**config.mk**
```make
export PLATFORM = sky130hd
export DESIGN_NAME = clk_root_cfg
export DESIGN_NICKNAME = d
export VERILOG_FILES = /design/src/rtl/clk_root_pkg.sv /design/src/rtl/clk_root_stage.sv /design/src/rtl/clk_root_commit.sv /design/src/rtl/clk_root_active.sv /design/src/rtl/clk_root_cfg.sv
export SDC_FILE = /design/constraint.sdc
export NUM_CORES = 1
export LEC_CHECK = 0
export BUFFER_PORTS_ARGS = -buffer_cell sky130_fd_sc_hd__buf_2
export CAP_MARGIN = 10
export CORE_MARGIN = 5
export CORE_UTILIZATION = 48
export DETAILED_ROUTE_END_ITERATION = 7
export PLACE_DENSITY = 0.75
export REMOVE_ABC_BUFFERS = 1
export SYNTH_ARGS = -nofsm -noshare
export SYNTH_HDL_FRONTEND = slang
export SYNTH_HIERARCHICAL = 1
export SYNTH_SLANG_ARGS = --single-unit
export TNS_END_PERCENT = 5
```
**constraint.sdc**
```tcl
create_clock -name clk -period 2.8 [get_ports clk]
set_clock_uncertainty 0.1 [all_clocks]
set_input_delay 0 -clock clk [delete_from_list [all_inputs] [get_ports clk]]
set_output_delay 0 -clock clk [all_outputs]
set_load 0.02 [all_outputs]
```
**src/rtl/clk_root_pkg.sv**
```systemverilog
package clk_root_pkg;

    localparam int DATA_W = 32;
    localparam int ADDR_W = 5;
    localparam int DIV_W  = 5;
    localparam int SRC_W  = 3;
    localparam int MODE_W = 2;
    localparam int MND_W  = 8;

    localparam logic [ADDR_W-1:0] ADR_CMD = 5'h00;
    localparam logic [ADDR_W-1:0] ADR_CFG = 5'h04;
    localparam logic [ADDR_W-1:0] ADR_M   = 5'h08;
    localparam logic [ADDR_W-1:0] ADR_N   = 5'h0C;
    localparam logic [ADDR_W-1:0] ADR_D   = 5'h10;

    localparam int CMD_UPD_BIT   = 0;
    localparam int CMD_FORCE_BIT = 1;
    localparam int CMD_DIRTY_LSB = 4;
    localparam int CMD_OFF_BIT   = 31;

    localparam int CFG_SRC_LSB  = 8;
    localparam int CFG_MODE_LSB = 12;
    localparam int CFG_HW_BIT   = 20;

    localparam logic [MODE_W-1:0] MODE_DUAL = 2'b10;

    // dirty flag indices, matching command bits 4..7
    localparam int DRT_CFG = 0;
    localparam int DRT_N   = 1;
    localparam int DRT_M   = 2;
    localparam int DRT_D   = 3;

    typedef struct packed {
        logic              hwctl;
        logic [MODE_W-1:0] mode;
        logic [SRC_W-1:0]  src;
        logic [DIV_W-1:0]  hdiv;
    } cfg_t;

    typedef struct packed {
        logic [MND_W-1:0] m;
        logic [MND_W-1:0] nreg;
        logic [MND_W-1:0] dreg;
    } mnd_t;

    typedef struct packed {
        cfg_t cfg;
        mnd_t mnd;
    } stage_t;

    function automatic logic [DATA_W-1:0] cfg_to_word(cfg_t c);
        logic [DATA_W-1:0] w;
        w = '0;
        w[DIV_W-1:0] = c.hdiv;
        w[CFG_SRC_LSB +: SRC_W] = c.src;
        w[CFG_MODE_LSB +: MODE_W] = c.mode;
        w[CFG_HW_BIT] = c.hwctl;
        return w;
    endfunction

    function automatic cfg_t word_to_cfg(logic [DATA_W-1:0] w);
        cfg_t c;
        c.hdiv  = w[DIV_W-1:0];
        c.src   = w[CFG_SRC_LSB +: SRC_W];
        c.mode  = w[CFG_MODE_LSB +: MODE_W];
        c.hwctl = w[CFG_HW_BIT];
        return c;
    endfunction

    function automatic logic [MND_W-1:0] dec_n(logic [MND_W-1:0] m,
                                               logic [MND_W-1:0] nreg);
        return (~nreg) + m;
    endfunction

    function automatic logic [MND_W-1:0] dec_d2(logic [MND_W-1:0] m,
                                                logic [MND_W-1:0] nreg,
                                                logic [MND_W-1:0] dreg);
        logic [MND_W-1:0] raw;
        logic [MND_W-1:0] hi;
        raw = ~dreg;
        hi  = ~nreg;
        if (raw > hi)
            return hi;
        else if (raw < m)
            return m;
        else
            return raw;
    endfunction

endpackage

```
**src/rtl/clk_root_stage.sv**
```systemverilog
module clk_root_stage
    import clk_root_pkg::*;
(
    input  logic              clk,
    input  logic              rst,
    input  logic              wr_i,
    input  logic [ADDR_W-1:0] addr_i,
    input  logic [DATA_W-1:0] wdata_i,
    input  logic              done_i,
    output stage_t            stg_o,
    output logic [3:0]        dirty_o,
    output logic              force_o,
    output logic              upd_req_o
);

    stage_t     stg_q;
    logic [3:0] dirty_q;
    logic       force_q;

    assign upd_req_o = wr_i && (addr_i == ADR_CMD) && wdata_i[CMD_UPD_BIT];

    always_ff @(posedge clk) begin
        if (rst) begin
            stg_q   <= '0;
            dirty_q <= '0;
            force_q <= 1'b0;
        end else begin
            if (done_i)
                dirty_q <= '0;
            if (wr_i) begin
                case (addr_i)
                    ADR_CMD: force_q <= wdata_i[CMD_FORCE_BIT];
                    ADR_CFG: begin
                        stg_q.cfg        <= word_to_cfg(wdata_i);
                        dirty_q[DRT_CFG] <= 1'b1;
                    end
                    ADR_M: begin
                        stg_q.mnd.m    <= wdata_i[MND_W-1:0];
                        dirty_q[DRT_M] <= 1'b1;
                    end
                    ADR_N: begin
                        stg_q.mnd.nreg <= wdata_i[MND_W-1:0];
                        dirty_q[DRT_N] <= 1'b1;
                    end
                    ADR_D: begin
                        stg_q.mnd.dreg <= wdata_i[MND_W-1:0];
                        dirty_q[DRT_D] <= 1'b1;
                    end
                    default: ;
                endcase
            end
        end
    end

    assign stg_o   = stg_q;
    assign dirty_o = dirty_q;
    assign force_o = force_q;


    dirty_cfg_chk: assert property (@(posedge clk) disable iff (rst)
        (wr_i && addr_i == ADR_CFG) |=> dirty_q[DRT_CFG]);

endmodule

```
**src/rtl/clk_root_commit.sv**
```systemverilog
module clk_root_commit #(
    parameter int LAT = 4
) (
    input  logic clk,
    input  logic rst,
    input  logic upd_req_i,
    output logic pend_o,
    output logic load_o
);

    localparam int CW = $clog2(LAT + 1);

    logic [CW-1:0] cnt_q;
    logic          pend_q;

    always_ff @(posedge clk) begin
        if (rst) begin
            cnt_q  <= '0;
            pend_q <= 1'b0;
        end else if (pend_q) begin
            if (cnt_q == CW'(1))
                pend_q <= 1'b0;
            else
                cnt_q <= cnt_q - CW'(1);
        end else if (upd_req_i) begin
            pend_q <= 1'b1;
            cnt_q  <= CW'(LAT);
        end
    end

    assign pend_o = pend_q;
    assign load_o = pend_q && (cnt_q == CW'(1));


    commit_start_chk: assert property (@(posedge clk) disable iff (rst)
        (upd_req_i && !pend_q) |=> pend_q);

endmodule

```
**src/rtl/clk_root_active.sv**
```systemverilog
module clk_root_active
    import clk_root_pkg::*;
(
    input  logic             clk,
    input  logic             rst,
    input  logic             load_i,
    input  stage_t           stg_i,
    output logic [SRC_W-1:0] src_o,
    output logic [DIV_W-1:0] hdiv_o,
    output logic             bypass_o,
    output logic             hwctl_o,
    output logic             mnd_en_o,
    output logic [MND_W-1:0] m_o,
    output logic [MND_W-1:0] n_o,
    output logic [MND_W-1:0] d2_o
);

    stage_t act_q;

    always_ff @(posedge clk) begin
        if (rst)
            act_q <= '0;
        else if (load_i)
            act_q <= stg_i;
    end

    assign src_o    = act_q.cfg.src;
    assign hdiv_o   = act_q.cfg.hdiv;
    assign bypass_o = (act_q.cfg.hdiv == '0);
    assign hwctl_o  = act_q.cfg.hwctl;
    assign mnd_en_o = (act_q.cfg.mode == MODE_DUAL) && (act_q.mnd.nreg != '1);
    assign m_o      = act_q.mnd.m;
    assign n_o      = dec_n(act_q.mnd.m, act_q.mnd.nreg);
    assign d2_o     = dec_d2(act_q.mnd.m, act_q.mnd.nreg, act_q.mnd.dreg);


    act_load_chk: assert property (@(posedge clk) disable iff (rst)
        load_i |=> (act_q == $past(stg_i)));


    act_hold_chk: assert property (@(posedge clk) disable iff (rst)
        !load_i |=> $stable(act_q));


    d2_window_chk: assert property (@(posedge clk) disable iff (rst)
        (m_o <= ~act_q.mnd.nreg) |-> (d2_o >= m_o && d2_o <= ~act_q.mnd.nreg));

endmodule

```
**src/rtl/clk_root_cfg.sv**
```systemverilog
module clk_root_cfg
    import clk_root_pkg::*;
#(
    parameter int COMMIT_LAT = 4
) (
    input  logic              clk,
    input  logic              rst,
    input  logic              bus_wr,
    input  logic [4:0]        bus_addr,
    input  logic [31:0]       bus_wdata,
    output logic [31:0]       bus_rdata,
    input  logic              root_req,
    output logic [2:0]        act_src,
    output logic [4:0]        act_hdiv,
    output logic              act_bypass,
    output logic              act_hwctl,
    output logic              mnd_en,
    output logic [7:0]        act_m,
    output logic [7:0]        act_n,
    output logic [7:0]        act_d2,
    output logic              root_on
);

    localparam int LCW = $clog2(COMMIT_LAT + 2);

    stage_t     stg;
    logic [3:0] dirty;
    logic       force_on;
    logic       upd_req;
    logic       pend;
    logic       load;
    logic       root_on_q;

    clk_root_stage i_stage (
        .clk       (clk),
        .rst       (rst),
        .wr_i      (bus_wr),
        .addr_i    (bus_addr),
        .wdata_i   (bus_wdata),
        .done_i    (load),
        .stg_o     (stg),
        .dirty_o   (dirty),
        .force_o   (force_on),
        .upd_req_o (upd_req)
    );

    clk_root_commit #(.LAT(COMMIT_LAT)) i_commit (
        .clk       (clk),
        .rst       (rst),
        .upd_req_i (upd_req),
        .pend_o    (pend),
        .load_o    (load)
    );

    clk_root_active i_active (
        .clk      (clk),
        .rst      (rst),
        .load_i   (load),
        .stg_i    (stg),
        .src_o    (act_src),
        .hdiv_o   (act_hdiv),
        .bypass_o (act_bypass),
        .hwctl_o  (act_hwctl),
        .mnd_en_o (mnd_en),
        .m_o      (act_m),
        .n_o      (act_n),
        .d2_o     (act_d2)
    );

    always_ff @(posedge clk) begin
        if (rst)
            root_on_q <= 1'b0;
        else
            root_on_q <= root_req | force_on;
    end

    assign root_on = root_on_q;

    always_comb begin
        bus_rdata = '0;
        case (bus_addr)
            ADR_CMD: begin
                bus_rdata[CMD_UPD_BIT]            = pend;
                bus_rdata[CMD_FORCE_BIT]          = force_on;
                bus_rdata[CMD_DIRTY_LSB +: 4]     = dirty;
                bus_rdata[CMD_OFF_BIT]            = ~root_on_q;
            end
            ADR_CFG: bus_rdata = cfg_to_word(stg.cfg);
            ADR_M:   bus_rdata[MND_W-1:0] = stg.mnd.m;
            ADR_N:   bus_rdata[MND_W-1:0] = stg.mnd.nreg;
            ADR_D:   bus_rdata[MND_W-1:0] = stg.mnd.dreg;
            default: bus_rdata = '0;
        endcase
    end

    // independent cycle count of the pending window
    logic [LCW-1:0] pend_cyc;
    always_ff @(posedge clk) begin
        if (rst || !pend)
            pend_cyc <= '0;
        else
            pend_cyc <= pend_cyc + LCW'(1);
    end


    commit_latency_chk: assert property (@(posedge clk) disable iff (rst)
        $fell(pend) |-> (pend_cyc == LCW'(COMMIT_LAT)));


    force_root_chk: assert property (@(posedge clk) disable iff (rst)
        force_on |=> root_on_q);

endmodule

```
==> results.sh, run 1 <==
export IMPL_run_status="finished clean"
export IMPL_synth_xor_area_share_pct=0.941
export IMPL_clock_sinks=80
export IMPL_total_die_area_um2=11800
export IMPL_grt_pass1_vias=3619
export IMPL_post_place_ws_ns=0.709
export IMPL_finalNetCount=632
export IMPL_endpoint="act_d2[7]"
export IMPL_areaGrowthSynthToFinish_pct=14.2
export IMPL_synthFlopType="sky130_fd_sc_hd__dfxtp_1"
export IMPL_timing_fmax_mhz=409
export IMPL_setup_tns_final_ns=0
export IMPL_insertedDiodeCount=0
export IMPL_initial_utilization_pct=48.5
export IMPL_clock_tree_buffer_depth=2
export IMPL_die_x_um=108
export IMPL_final_hold_worst_slack_ns=0.0312
export IMPL_r2r_start="i_commit/cnt_q[1]"
export IMPL_route_final_wire_length_mm=10.1
export IMPL_ffs_w_async_s_r_synth_pct=0
export IMPL_reg2reg_depth=6
export IMPL_crit_reg2reg_capture="i_active/act_q[7]"
export IMPL_groute_usage_overall_pct=17.7
export IMPL_tightestPinTransition_ns=0.638
export IMPL_synth_area_per_cell_um2=9.35
export IMPL_combinational_family_with_the_most_area_after_synthesis="multiplexers"
export IMPL_dr_first_iter_drc_count=155
export IMPL_startpoint="i_active/act_q[9]"
export IMPL_timing_slew_headroom_pct=57.3
export IMPL_synth_top_area_cell="sky130_fd_sc_hd__dfxtp_1"
export IMPL_hold_viol_final=0
export IMPL_post_cts_buffers=0
export IMPL_report_final_slew_viol_count=0
export IMPL_port_buffer_count=73
export IMPL_drive_gt1_share_pct=18.7
export IMPL_io_pin_count=109
export IMPL_coreArea_um2=9590
export IMPL_worst_ep_arrival_time_ns=2.34
export IMPL_flop_and_latch_count_out_of_synthesis=80
export IMPL_timing_max_cap_violations=0
export IMPL_globalRoute_totalOverflow=0
export IMPL_setup_worst_path_end_class="output pin"
export IMPL_grt_first_pass_wirelength_mm=16.7
export IMPL_worst_path_max_fanout=8
export IMPL_cts_buffers_inserted=9
export IMPL_synth_cell_type_count=54
export IMPL_gpl_final_weighted_congestion=0.817
export IMPL_cts_tree="built"
export IMPL_area_of_the_mapped_netlist_um2=4660
export IMPL_simple_gate_share_of_the_synthesized_area_pct=19.6
export IMPL_netlist_top_cells_count="sky130_fd_sc_hd__mux2i_1, sky130_fd_sc_hd__dfxtp_1, sky130_fd_sc_hd__nand2b_1"
export IMPL_core_rowCount=36
export IMPL_antenna_found_initial=0
export IMPL_yosysTopAreaCellShare_pct=34.4
export IMPL_worst_r2r_setup_slack_ns=0.93
export IMPL_post_drt_via_cell_ratio=5.04
export IMPL_largest_net_degree_at_the_start_of_global_routing=35
export IMPL_cts_hold_buffers=17
export IMPL_vdd_ir_drop_worst_v=0.000274
export IMPL_via_count=3545
export IMPL_antenna_left=0
export IMPL_post_route_worst_setup_slack_ns=0.355
export IMPL_crit_required_ns=2.70
export IMPL_die_height_um=108
export IMPL_synth_mux_area_share_pct=21.5
export IMPL_synth_seq_area_share_pct=34.4
export IMPL_detail_route_wl_per_cell_um=14.3
export IMPL_worstSetupStartpointType="register"
export IMPL_worst_skew_pair_late_latency_ns=0.34
export IMPL_power_static_leakage_nw=2.30
export IMPL_synth_warnings=6
export IMPL_detailed_place_hpwl_mm=7.78
export IMPL_synth_most_common_cell="sky130_fd_sc_hd__mux2i_1"
export IMPL_synth_adder_area_share_pct=6.88
export IMPL_final_period_utilization_pct=87.3
export IMPL_power_density_nw_per_um2=405
export IMPL_setup_viol_count_final=0
export IMPL_clk_pin_slew_worst_paths_ns=0.08
export IMPL_synthCells=498
export IMPL_timing_hold_worst_path_depth=4
export IMPL_grt_setup_unrepaired="false"
export IMPL_drtPass1Iterations=5
export IMPL_synth_top_cells_by_area="sky130_fd_sc_hd__dfxtp_1, sky130_fd_sc_hd__mux2i_1, sky130_fd_sc_hd__nand2b_1"
export IMPL_criticalPathCategory="register to output pin"
export IMPL_compound_gate_fraction_of_synth_area_pct=6.72
export IMPL_min_delay_path_class="input pin to register"
export IMPL_final_period_minus_worst_setup_slack_ns=2.44
export IMPL_ctsHtreeMaxLevel=3
export IMPL_cts_root_buf="sky130_fd_sc_hd__clkbuf_8"
export IMPL_synth_edff_count=0
export IMPL_cts_resized_gates=0
export IMPL_drc_errors=0
## state kept, by name, indices dropped and copies added (netlist names), 3 cells and up
register / flops
i_active/src_o: 3
i_stage/stg_o: 35
i_active/hdiv_o: 5
i_active/m_o: 8
i_active/act_q: 18
i_commit/cnt_q: 3
i_stage/dirty_o: 4
## layer usage
metal	global-route usage, %	wire length (µm)	vias up
li1	-	-	1797
met1	22.0	4620	1646
met2	30.2	4750	90
met3	4.42	618	12
met4	5.59	108	0
met5	0	0	-
## report_power, final
part,switching [W],leakage (nW),total [W],internal (W)
Sequential,0.00000477,0.645,0.00115,0.00114
Clock,0.000403,0.101,0.000860,0.000457
Combinational,0.0000849,1.56,0.000144,0.0000593
## cell families (layout without fill, tap and decap cells)
family	count (synthesis)	after routing
flops	80	80
buf+inv	81	138
xor+xnor	5	5
other cells	1	17
fa+ha+maj	25	25
compound gates	43	43
simple gates	164	164
mux	99	99
## placed cells by master, fill, tap and decap left out, types with 3 or more instances in the layout
cell type,count
sky130_fd_sc_hd__mux2i_1,96
sky130_fd_sc_hd__o21ai_0,3
sky130_fd_sc_hd__conb_1,17
sky130_fd_sc_hd__nor4_1,3
sky130_fd_sc_hd__nand4_1,4
sky130_fd_sc_hd__dlygate4sd3_1,17
sky130_fd_sc_hd__o22ai_1,3
sky130_fd_sc_hd__nand3_1,5
sky130_fd_sc_hd__clkbuf_8,11
sky130_fd_sc_hd__xnor2_1,5
sky130_fd_sc_hd__and3_1,10
sky130_fd_sc_hd__a21oi_1,13
sky130_fd_sc_hd__buf_2,73
sky130_fd_sc_hd__nand2_1,10
sky130_fd_sc_hd__nor2b_1,5
sky130_fd_sc_hd__ha_1,24
sky130_fd_sc_hd__inv_1,28
sky130_fd_sc_hd__o21ai_1,3
sky130_fd_sc_hd__buf_4,3
sky130_fd_sc_hd__nor2_1,50
sky130_fd_sc_hd__nand2b_1,56
sky130_fd_sc_hd__o211ai_1,3
sky130_fd_sc_hd__dfxtp_1,80
sky130_fd_sc_hd__a22oi_1,3
## critical path, stage by stage (launching register included)
cell                       delay [ns]
sky130_fd_sc_hd__dfxtp_1         0.48
sky130_fd_sc_hd__ha_1            0.30
sky130_fd_sc_hd__nor2b_1         0.14
sky130_fd_sc_hd__o211ai_1        0.17
sky130_fd_sc_hd__a21oi_1         0.13
sky130_fd_sc_hd__o22ai_4         0.33
sky130_fd_sc_hd__mux2i_1         0.26
sky130_fd_sc_hd__buf_2           0.19
## stage by stage
stage / total power [W] / instances / instance area, µm² / utilization [%]
after floorplan: 0.00124 / 461 / 4360 / -
after global placement: 0.00130 / 671 / 4940 / 51.5
after detailed placement: 0.00130 / 671 / 4940 / 51.5
after CTS: 0.00217 / 704 / 5320 / 55.4
after global routing: 0.00224 / 704 / 5320 / 55.4
final: 0.00215 / 704 / 5320 / 55.4
## area by class of cell
class | instances | area (µm²)
fill | 870 | 4280
multi-input combinational | 353 | 2660
sequential | 80 | 1600
timing repair buffer | 94 | 578
tap | 133 | 166
clock buffer | 11 | 151
inverter | 28 | 105
clock inverter | 5 | 55.1
## worst min path at each step
stage,start,to
floorplan,rst,i_commit/cnt_q[0]
global placement,root_req,root_on
detailed placement,root_req,root_on
CTS,bus_wr,i_stage/force_o
global route,bus_wr,i_stage/force_o
finish,bus_wr,i_stage/force_o
Power figures use the tool's default switching activity.
==> run 2: changes to the inputs <==
--- a/config.mk
+++ b/config.mk
@@ -5,9 +5,9 @@
 export SDC_FILE = /design/constraint.sdc
 export NUM_CORES = 1
 export LEC_CHECK = 0
+export ABC_AREA = 1
 export BUFFER_PORTS_ARGS = -buffer_cell sky130_fd_sc_hd__buf_2
 export CAP_MARGIN = 10
-export CORE_MARGIN = 5
 export CORE_UTILIZATION = 48
 export DETAILED_ROUTE_END_ITERATION = 7
 export PLACE_DENSITY = 0.75
==> results.sh, run 2 <==
export IMPL_cts_buffers_inserted=9
export IMPL_initial_utilization_pct=49.4
export IMPL_port_buffer_count=73
export IMPL_crit_reg2reg_capture="i_active/act_q[3]"
export IMPL_drive_gt1_share_pct=17.0
export IMPL_timing_hold_worst_path_depth=4
export IMPL_reg2reg_depth=9
export IMPL_max_ffs_per_register=35
export IMPL_area_of_the_mapped_netlist_um2=5080
export IMPL_antenna_found_initial=0
export IMPL_worst_skew_pair_late_latency_ns=0.35
export IMPL_yosysTopAreaCellShare_pct=31.5
export IMPL_final_cell_mix="sky130_fd_sc_hd__nand2_1, sky130_fd_sc_hd__inv_1, sky130_fd_sc_hd__nor2_1, sky130_fd_sc_hd__dfxtp_1, sky130_fd_sc_hd__buf_2"
export IMPL_cts_root_buf="sky130_fd_sc_hd__clkbuf_8"
export IMPL_ctsHtreeMaxLevel=3
export IMPL_power_static_leakage_nw=2.70
export IMPL_detailed_place_hpwl_mm=8.08
export IMPL_setup_worst_path_end_class="output pin"
export IMPL_timing_max_cap_violations=0
export IMPL_largest_net_degree_at_the_start_of_global_routing=44
export IMPL_synth_edff_count=0
export IMPL_worst_ep_arrival_time_ns=2.16
export IMPL_gpl_final_weighted_congestion=0.842
export IMPL_tightestPinTransition_ns=1.09
export IMPL_hold_path_startpoint="bus_addr[0]"
export IMPL_insertedDiodeCount=0
export IMPL_clock_tree_buffer_depth=2
export IMPL_drc_errors=0
export IMPL_detail_route_wl_per_cell_um=12.4
export IMPL_dr_first_iter_drc_count=280
export IMPL_setup_tns_final_ns=0
export IMPL_post_drt_via_cell_ratio=4.81
export IMPL_power_density_nw_per_um2=414
export IMPL_cts_tree="built"
export IMPL_crit_required_ns=2.70
export IMPL_timing_hold_worst_endpoint="i_stage/dirty_o[2]"
export IMPL_vdd_ir_drop_worst_v=0.000286
export IMPL_layout_commonest_cell="sky130_fd_sc_hd__nand2_1"
export IMPL_grt_first_pass_wirelength_mm=19.4
export IMPL_report_final_slew_viol_count=0
export IMPL_timing_fmax_mhz=442
export IMPL_synth_top_area_cell="sky130_fd_sc_hd__dfxtp_1"
export IMPL_synthFlopType="sky130_fd_sc_hd__dfxtp_1"
export IMPL_core_rowCount=37
export IMPL_synth_seq_area_share_pct=31.5
export IMPL_ffs_w_async_s_r_synth_pct=0
export IMPL_criticalPathCategory="register to output pin"
export IMPL_finish_utilization_pct=55.2
export IMPL_drtPass1Iterations=7
export IMPL_synth_warnings=6
export IMPL_run_status="finished clean"
export IMPL_groute_usage_overall_pct=22.2
export IMPL_grt_pass1_vias=4021
export IMPL_timing_slew_headroom_pct=27.2
export IMPL_via_count=4544
export IMPL_clk_pin_slew_worst_paths_ns=0.08
export IMPL_die_x_um=105
export IMPL_worstSetupStartpointType="register"
export IMPL_total_die_area_um2=11000
export IMPL_synth_top_cells_by_area="sky130_fd_sc_hd__dfxtp_1, sky130_fd_sc_hd__nand2_1, sky130_fd_sc_hd__inv_1"
export IMPL_grt_setup_unrepaired="false"
export IMPL_worst_r2r_setup_slack_ns=0.75
export IMPL_clock_sinks=80
export IMPL_synth_most_common_cell="sky130_fd_sc_hd__nand2_1"
export IMPL_synth_area_per_cell_um2=6.84
export IMPL_min_delay_path_class="input pin to register"
export IMPL_route_final_wire_length_mm=11.7
export IMPL_r2r_start="i_commit/cnt_q[1]"
export IMPL_setup_viol_count_final=0
export IMPL_die_height_um=105
export IMPL_areaGrowthSynthToFinish_pct=11.8
export IMPL_synthCells=742
export IMPL_netlist_top_cells_count="sky130_fd_sc_hd__nand2_1, sky130_fd_sc_hd__inv_1, sky130_fd_sc_hd__nor2_1"
export IMPL_final_period_utilization_pct=80.8
export IMPL_worst_path_max_fanout=9
export IMPL_globalRoute_totalOverflow=0
export IMPL_cts_resized_gates=0
export IMPL_io_pin_count=109
export IMPL_flop_and_latch_count_out_of_synthesis=80
export IMPL_finalNetCount=869
export IMPL_synth_cell_type_count=37
export IMPL_antenna_left=0
export IMPL_final_period_minus_worst_setup_slack_ns=2.26
export IMPL_hold_viol_final=0
export IMPL_final_hold_worst_slack_ns=0.0533
export IMPL_coreArea_um2=10300
-- run 2: changes by cell type after synthesis, moves of 12 or more --
cell and change:
sky130_fd_sc_hd__nand2_1 +159, sky130_fd_sc_hd__inv_1 +102, sky130_fd_sc_hd__mux2i_1 -96, sky130_fd_sc_hd__nand2b_1 -56, sky130_fd_sc_hd__nor2_1 +49, sky130_fd_sc_hd__nand3_1 +36, sky130_fd_sc_hd__nand4_1 +27, sky130_fd_sc_hd__a211oi_1 +14
sky130_fd_sc_hd__a21oi_1 +12
-- run 2: layer usage --
layer / vias to the layer above / track usage, % / wire, µm
met5: - / 0 / 0
met4: 0 / 6.24 / 140
met3: 12 / 3.68 / 586
met2: 133 / 36.3 / 5400
met1: 2016 / 29.9 / 5540
li1: 2383 / - / -
-- run 2: kinds of logic (layout without fill, tap and decap cells) --
kind of cell,after synthesis,in the layout,synth area share (%)
AND/OR/NAND/NOR,371,371,33.9
other,1,17,0.0738
buffers and inverters,201,251,19.0
adder cells (fa/ha/maj),25,25,6.31
AO/OA/AOI/OAI,57,57,8.03
flip-flops,80,80,31.5
XOR/XNOR,7,7,1.21
-- run 2: how the worst max path moves through the flow --
stage,endpoint,startpoint,depth (start not counted),slack [ns]
6_report,act_d2[0],i_active/m_o[5],9,0.54
3_3_place_gp,i_active/act_q[6],i_commit/cnt_q[1],9,0.90
5_1_grt,act_d2[3],i_active/m_o[7],9,0.33
4_1_cts,act_d2[0],i_active/m_o[7],9,0.52
3_5_place_dp,i_active/m_o[6],i_commit/cnt_q[1],9,0.80
2_1_floorplan,i_active/act_q[10],i_commit/cnt_q[1],7,1.0
-- run 2: final cells by class --
cell class              instances  area [µm²]
clock buffers                  11         131
well taps                     136         170
multi-input cells             477        2570
flip-flops and latches         80        1600
clock inverters                 5         104
inverters                     144         546
fillers                      1053        4600
repair buffers                 91         551
-- run 2: per-stage QoR --
stage / cell area (µm²) / setup slack [ns] / power (W) / cells
floorplan: 4720 / 0.997 / 0.00127 / 701
global placement: 5290 / 0.904 / 0.00134 / 913
detailed placement: 5290 / 0.800 / 0.00134 / 913
CTS: 5680 / 0.519 / 0.00236 / 944
global route: 5680 / 0.330 / 0.00244 / 944
finish: 5680 / 0.537 / 0.00235 / 944
-- run 2: what timing repair did --
| action | 4_1_cts | 5_1_grt |
|---|---|---|
| hold buffers | 15 | 0 |
| hold endpoints to repair | 37 | 0 |
| buffers inserted | 0 | 0 |
-- run 2: worst max-delay path, cell delays in order (launching register included) --
cell,delay [ns]
sky130_fd_sc_hd__dfxtp_1,0.36
sky130_fd_sc_hd__inv_1,0.09
sky130_fd_sc_hd__ha_1,0.31
sky130_fd_sc_hd__a21oi_1,0.15
sky130_fd_sc_hd__o21a_1,0.37
sky130_fd_sc_hd__nand2_4,0.14
sky130_fd_sc_hd__nand2_1,0.08
sky130_fd_sc_hd__nand3_1,0.07
sky130_fd_sc_hd__nand2_1,0.07
sky130_fd_sc_hd__buf_2,0.16
-- run 2: power by group --
part | switching (W) | internal, W | total, W | leakage, nW
combinational | 0.000127 | 0.0000516 | 0.000178 | 1.94
sequential | 0.00000790 | 0.00115 | 0.00115 | 0.645
clock | 0.000423 | 0.000595 | 0.00102 | 0.118
==> run 3: changes to the inputs <==
--- a/config.mk
+++ b/config.mk
@@ -5,12 +5,12 @@
 export SDC_FILE = /design/constraint.sdc
 export NUM_CORES = 1
 export LEC_CHECK = 0
-export ABC_AREA = 1
+export ABC_AREA = 0
 export BUFFER_PORTS_ARGS = -buffer_cell sky130_fd_sc_hd__buf_2
 export CAP_MARGIN = 10
 export CORE_UTILIZATION = 48
 export DETAILED_ROUTE_END_ITERATION = 7
-export PLACE_DENSITY = 0.75
+export PLACE_DENSITY = 0.78
 export REMOVE_ABC_BUFFERS = 1
 export SYNTH_ARGS = -nofsm -noshare
 export SYNTH_HDL_FRONTEND = slang
==> constraint.sdc (replaced) <==
create_clock -name clk -period 2.03 [get_ports clk]
set_clock_uncertainty 0.1 [all_clocks]
set_input_delay 0 -clock clk [delete_from_list [all_inputs] [get_ports clk]]
set_output_delay 0 -clock clk [all_outputs]
set_load 0.02 [all_outputs]
==> results.sh, run 3 (same netlist as run 1, synthesis figures left out) <==
export IMPL_run_status="complete, but fails checks"
export IMPL_failed_checks="negative setup slack"
export IMPL_worst_ep_arrival_time_ns=2.23
export IMPL_crit_family="simple AND/OR/NAND/NOR gates"
export IMPL_r2r_start="i_commit/cnt_q[1]"
export IMPL_sequential_power_share_pct=54.7
export IMPL_total_power_w=0.00289
export IMPL_ordered_cell_list_for_the_critical_path="inv_2 -> ha_4 -> inv_2 -> fa_2 -> nor2b_2 -> o21ai_2 -> a21boi_2 -> or4_4 -> nand3_2 -> buf_6"
export IMPL_hold_viol_final=0
export IMPL_layout_commonest_cell="sky130_fd_sc_hd__mux2i_1"
export IMPL_drive_gt1_share_pct=27.2
export IMPL_p_int_w=0.00213
export IMPL_cts_root_buf="sky130_fd_sc_hd__clkbuf_8"
export IMPL_clock_sinks=80
export IMPL_port_buffer_count=73
export IMPL_worst_path_max_fanout=2
export IMPL_max_ffs_per_register=35
export IMPL_route_final_wire_length_mm=11.1
export IMPL_cts_buffers_inserted=9
export IMPL_drc_errors=0
export IMPL_cts_tree="built"
export IMPL_vdd_ir_drop_worst_v=0.000296
export IMPL_report_final_slew_viol_count=0
export IMPL_detail_route_wl_per_cell_um=15.4
export IMPL_grt_first_pass_wirelength_mm=17.7
export IMPL_timing_hold_worst_endpoint="i_stage/force_o"
export IMPL_insertedDiodeCount=0
export IMPL_setup_tns_final_ns=-2.58
export IMPL_die_x_um=100
export IMPL_largest_net_degree_at_the_start_of_global_routing=68
export IMPL_gpl_final_weighted_congestion=0.878
export IMPL_antenna_found_initial=0
export IMPL_areaGrowthSynthToFinish_pct=21.6
export IMPL_via_count=3777
export IMPL_finish_utilization_pct=60.7
export IMPL_multi_input_area_um2=2780
export IMPL_globalRoute_totalOverflow=0
export IMPL_power_static_leakage_nw=2.46
export IMPL_clock_tree_buffer_depth=2
export IMPL_fill_cells=787
export IMPL_ctsHtreeMaxLevel=3
export IMPL_worst_path_largest_cell_delay_ns=0.49
export IMPL_power_density_nw_per_um2=510
export IMPL_reg2reg_depth=6
export IMPL_timing_hold_worst_path_depth=4
export IMPL_setup_worst_path_end_class="output pin"
export IMPL_total_die_area_um2=10100
export IMPL_antenna_left=0
export IMPL_setup_viol_count_final=12
export IMPL_register_area_um2=1620
export IMPL_crit_required_ns=1.93
export IMPL_coreArea_um2=9330
export IMPL_startpoint="i_active/act_q[8]"
export IMPL_core_rowCount=35
export IMPL_grt_setup_unrepaired="true"
export IMPL_die_height_um=100
export IMPL_timing_max_cap_violations=0
export IMPL_worst_skew_pair_late_latency_ns=0.35
export IMPL_initial_utilization_pct=49.9
export IMPL_critical_path_slowest_cell="sky130_fd_sc_hd__or4_4"
export IMPL_worst_r2r_setup_slack_ns=0.41
export IMPL_cp_common_cell="sky130_fd_sc_hd__inv_2"
export IMPL_final_period_minus_worst_setup_slack_ns=2.33
export IMPL_crit_reg2reg_capture="i_active/act_q[12]"
export IMPL_finalNetCount=653
export IMPL_timing_slew_headroom_pct=55.1
export IMPL_clk_pin_slew_worst_paths_ns=0.09
export IMPL_groute_usage_overall_pct=22.2
export IMPL_final_cell_mix="sky130_fd_sc_hd__mux2i_1, sky130_fd_sc_hd__dfxtp_1, sky130_fd_sc_hd__buf_2, sky130_fd_sc_hd__nand2b_1, sky130_fd_sc_hd__nor2_1"
export IMPL_hold_path_startpoint="bus_addr[0]"
export IMPL_dr_first_iter_drc_count=148
export IMPL_post_drt_via_cell_ratio=5.24
export IMPL_worstSetupStartpointType="register"
export IMPL_min_delay_path_class="input pin to register"
export IMPL_comb_power_share_pct=7.1
export IMPL_criticalPathCategory="register to output pin"
export IMPL_drtPass1Iterations=4
export IMPL_netSwitchingPower_w=0.000760
export IMPL_netSwitchingFraction_pct=26.3
export IMPL_detailed_place_hpwl_mm=7.81
export IMPL_grt_pass1_vias=3717
export IMPL_cp_buffers_inverters=3
export IMPL_post_route_worst_setup_slack_ns=-0.295
export IMPL_io_pin_count=109
export IMPL_pwr_share_clk_pct=38.1
export IMPL_final_period_utilization_pct=115
export IMPL_tightestPinTransition_ns=0.670
export IMPL_timing_fmax_mhz=430
run 3: through the flow:
step / area [µm²] / std cells / setup WS, ns / hold WS [ns]
global placement: 5020 / 677 / 0.109 / 0.109
finish: 5660 / 721 / -0.295 / 0.0127
floorplan: 4360 / 461 / -0.392 / -0.0309
CTS: 5530 / 717 / -0.288 / 0.00211
global route: 5660 / 721 / -0.389 / 0.0528
detailed placement: 5020 / 677 / -0.00707 / 0.124
run 3: cell type report:
class	instances	share of cell area, %
Sequential cell	80	28.6
Clock buffer	9	2.19
Multi-Input combinational cell	353	49.1
Tap cell	129	2.85
Timing Repair Buffer	115	14.3
Clock inverter	7	1.08
Inverter	28	1.86
run 3: worst register-to-register path, delay by kind of cell (launching register included):
family / cells / cell delay [ns]
buffers and inverters: 2 / 0.33
adder cells (fa/ha/maj): 1 / 0.19
multiplexers: 1 / 0.30
AND/OR/NAND/NOR: 2 / 0.27
flip-flops: 1 / 0.32
run 3: how the worst max path moves through the flow:
stage | to | slack (ns) | cells past startpoint
6_report | act_n[6] | -0.30 | 10
5_1_grt | act_n[6] | -0.39 | 11
4_1_cts | act_n[6] | -0.29 | 10
3_5_place_dp | act_d2[7] | -0.007 | 8
3_3_place_gp | act_d2[1] | 0.11 | 8
2_1_floorplan | i_commit/cnt_q[0] | -0.39 | 5
run 3: routing by layer:
| metal | share of wire [%] | GRT usage [%] | up-vias |
|---|---|---|---|
| li1 | - | - | 1843 |
| met1 | 44 | 27.0 | 1805 |
| met2 | 49 | 38.6 | 109 |
| met3 | 4.8 | 4.23 | 20 |
| met4 | 1.9 | 9.14 | 0 |
| met5 | 0 | 0 | - |
run 3: power by group through the flow:
stage          clock, W  sequential, W  combinational, W
6_report        0.00110        0.00158          0.000206
5_1_grt         0.00120        0.00158          0.000224
4_1_cts         0.00112        0.00158          0.000204
3_5_place_dp          0        0.00162          0.000177
3_3_place_gp          0        0.00162          0.000174
2_1_floorplan         0        0.00162         0.0000920
run 3: what timing repair did:
item | in CTS | in global routing
buffers inserted | 5 | 4
hold buffers | 19 | 0
setup endpoints to repair | 12 | 13
resized for setup | 24 | 28
pin swaps | 13 | 13
endpoints found under the hold margin | 42 | 0
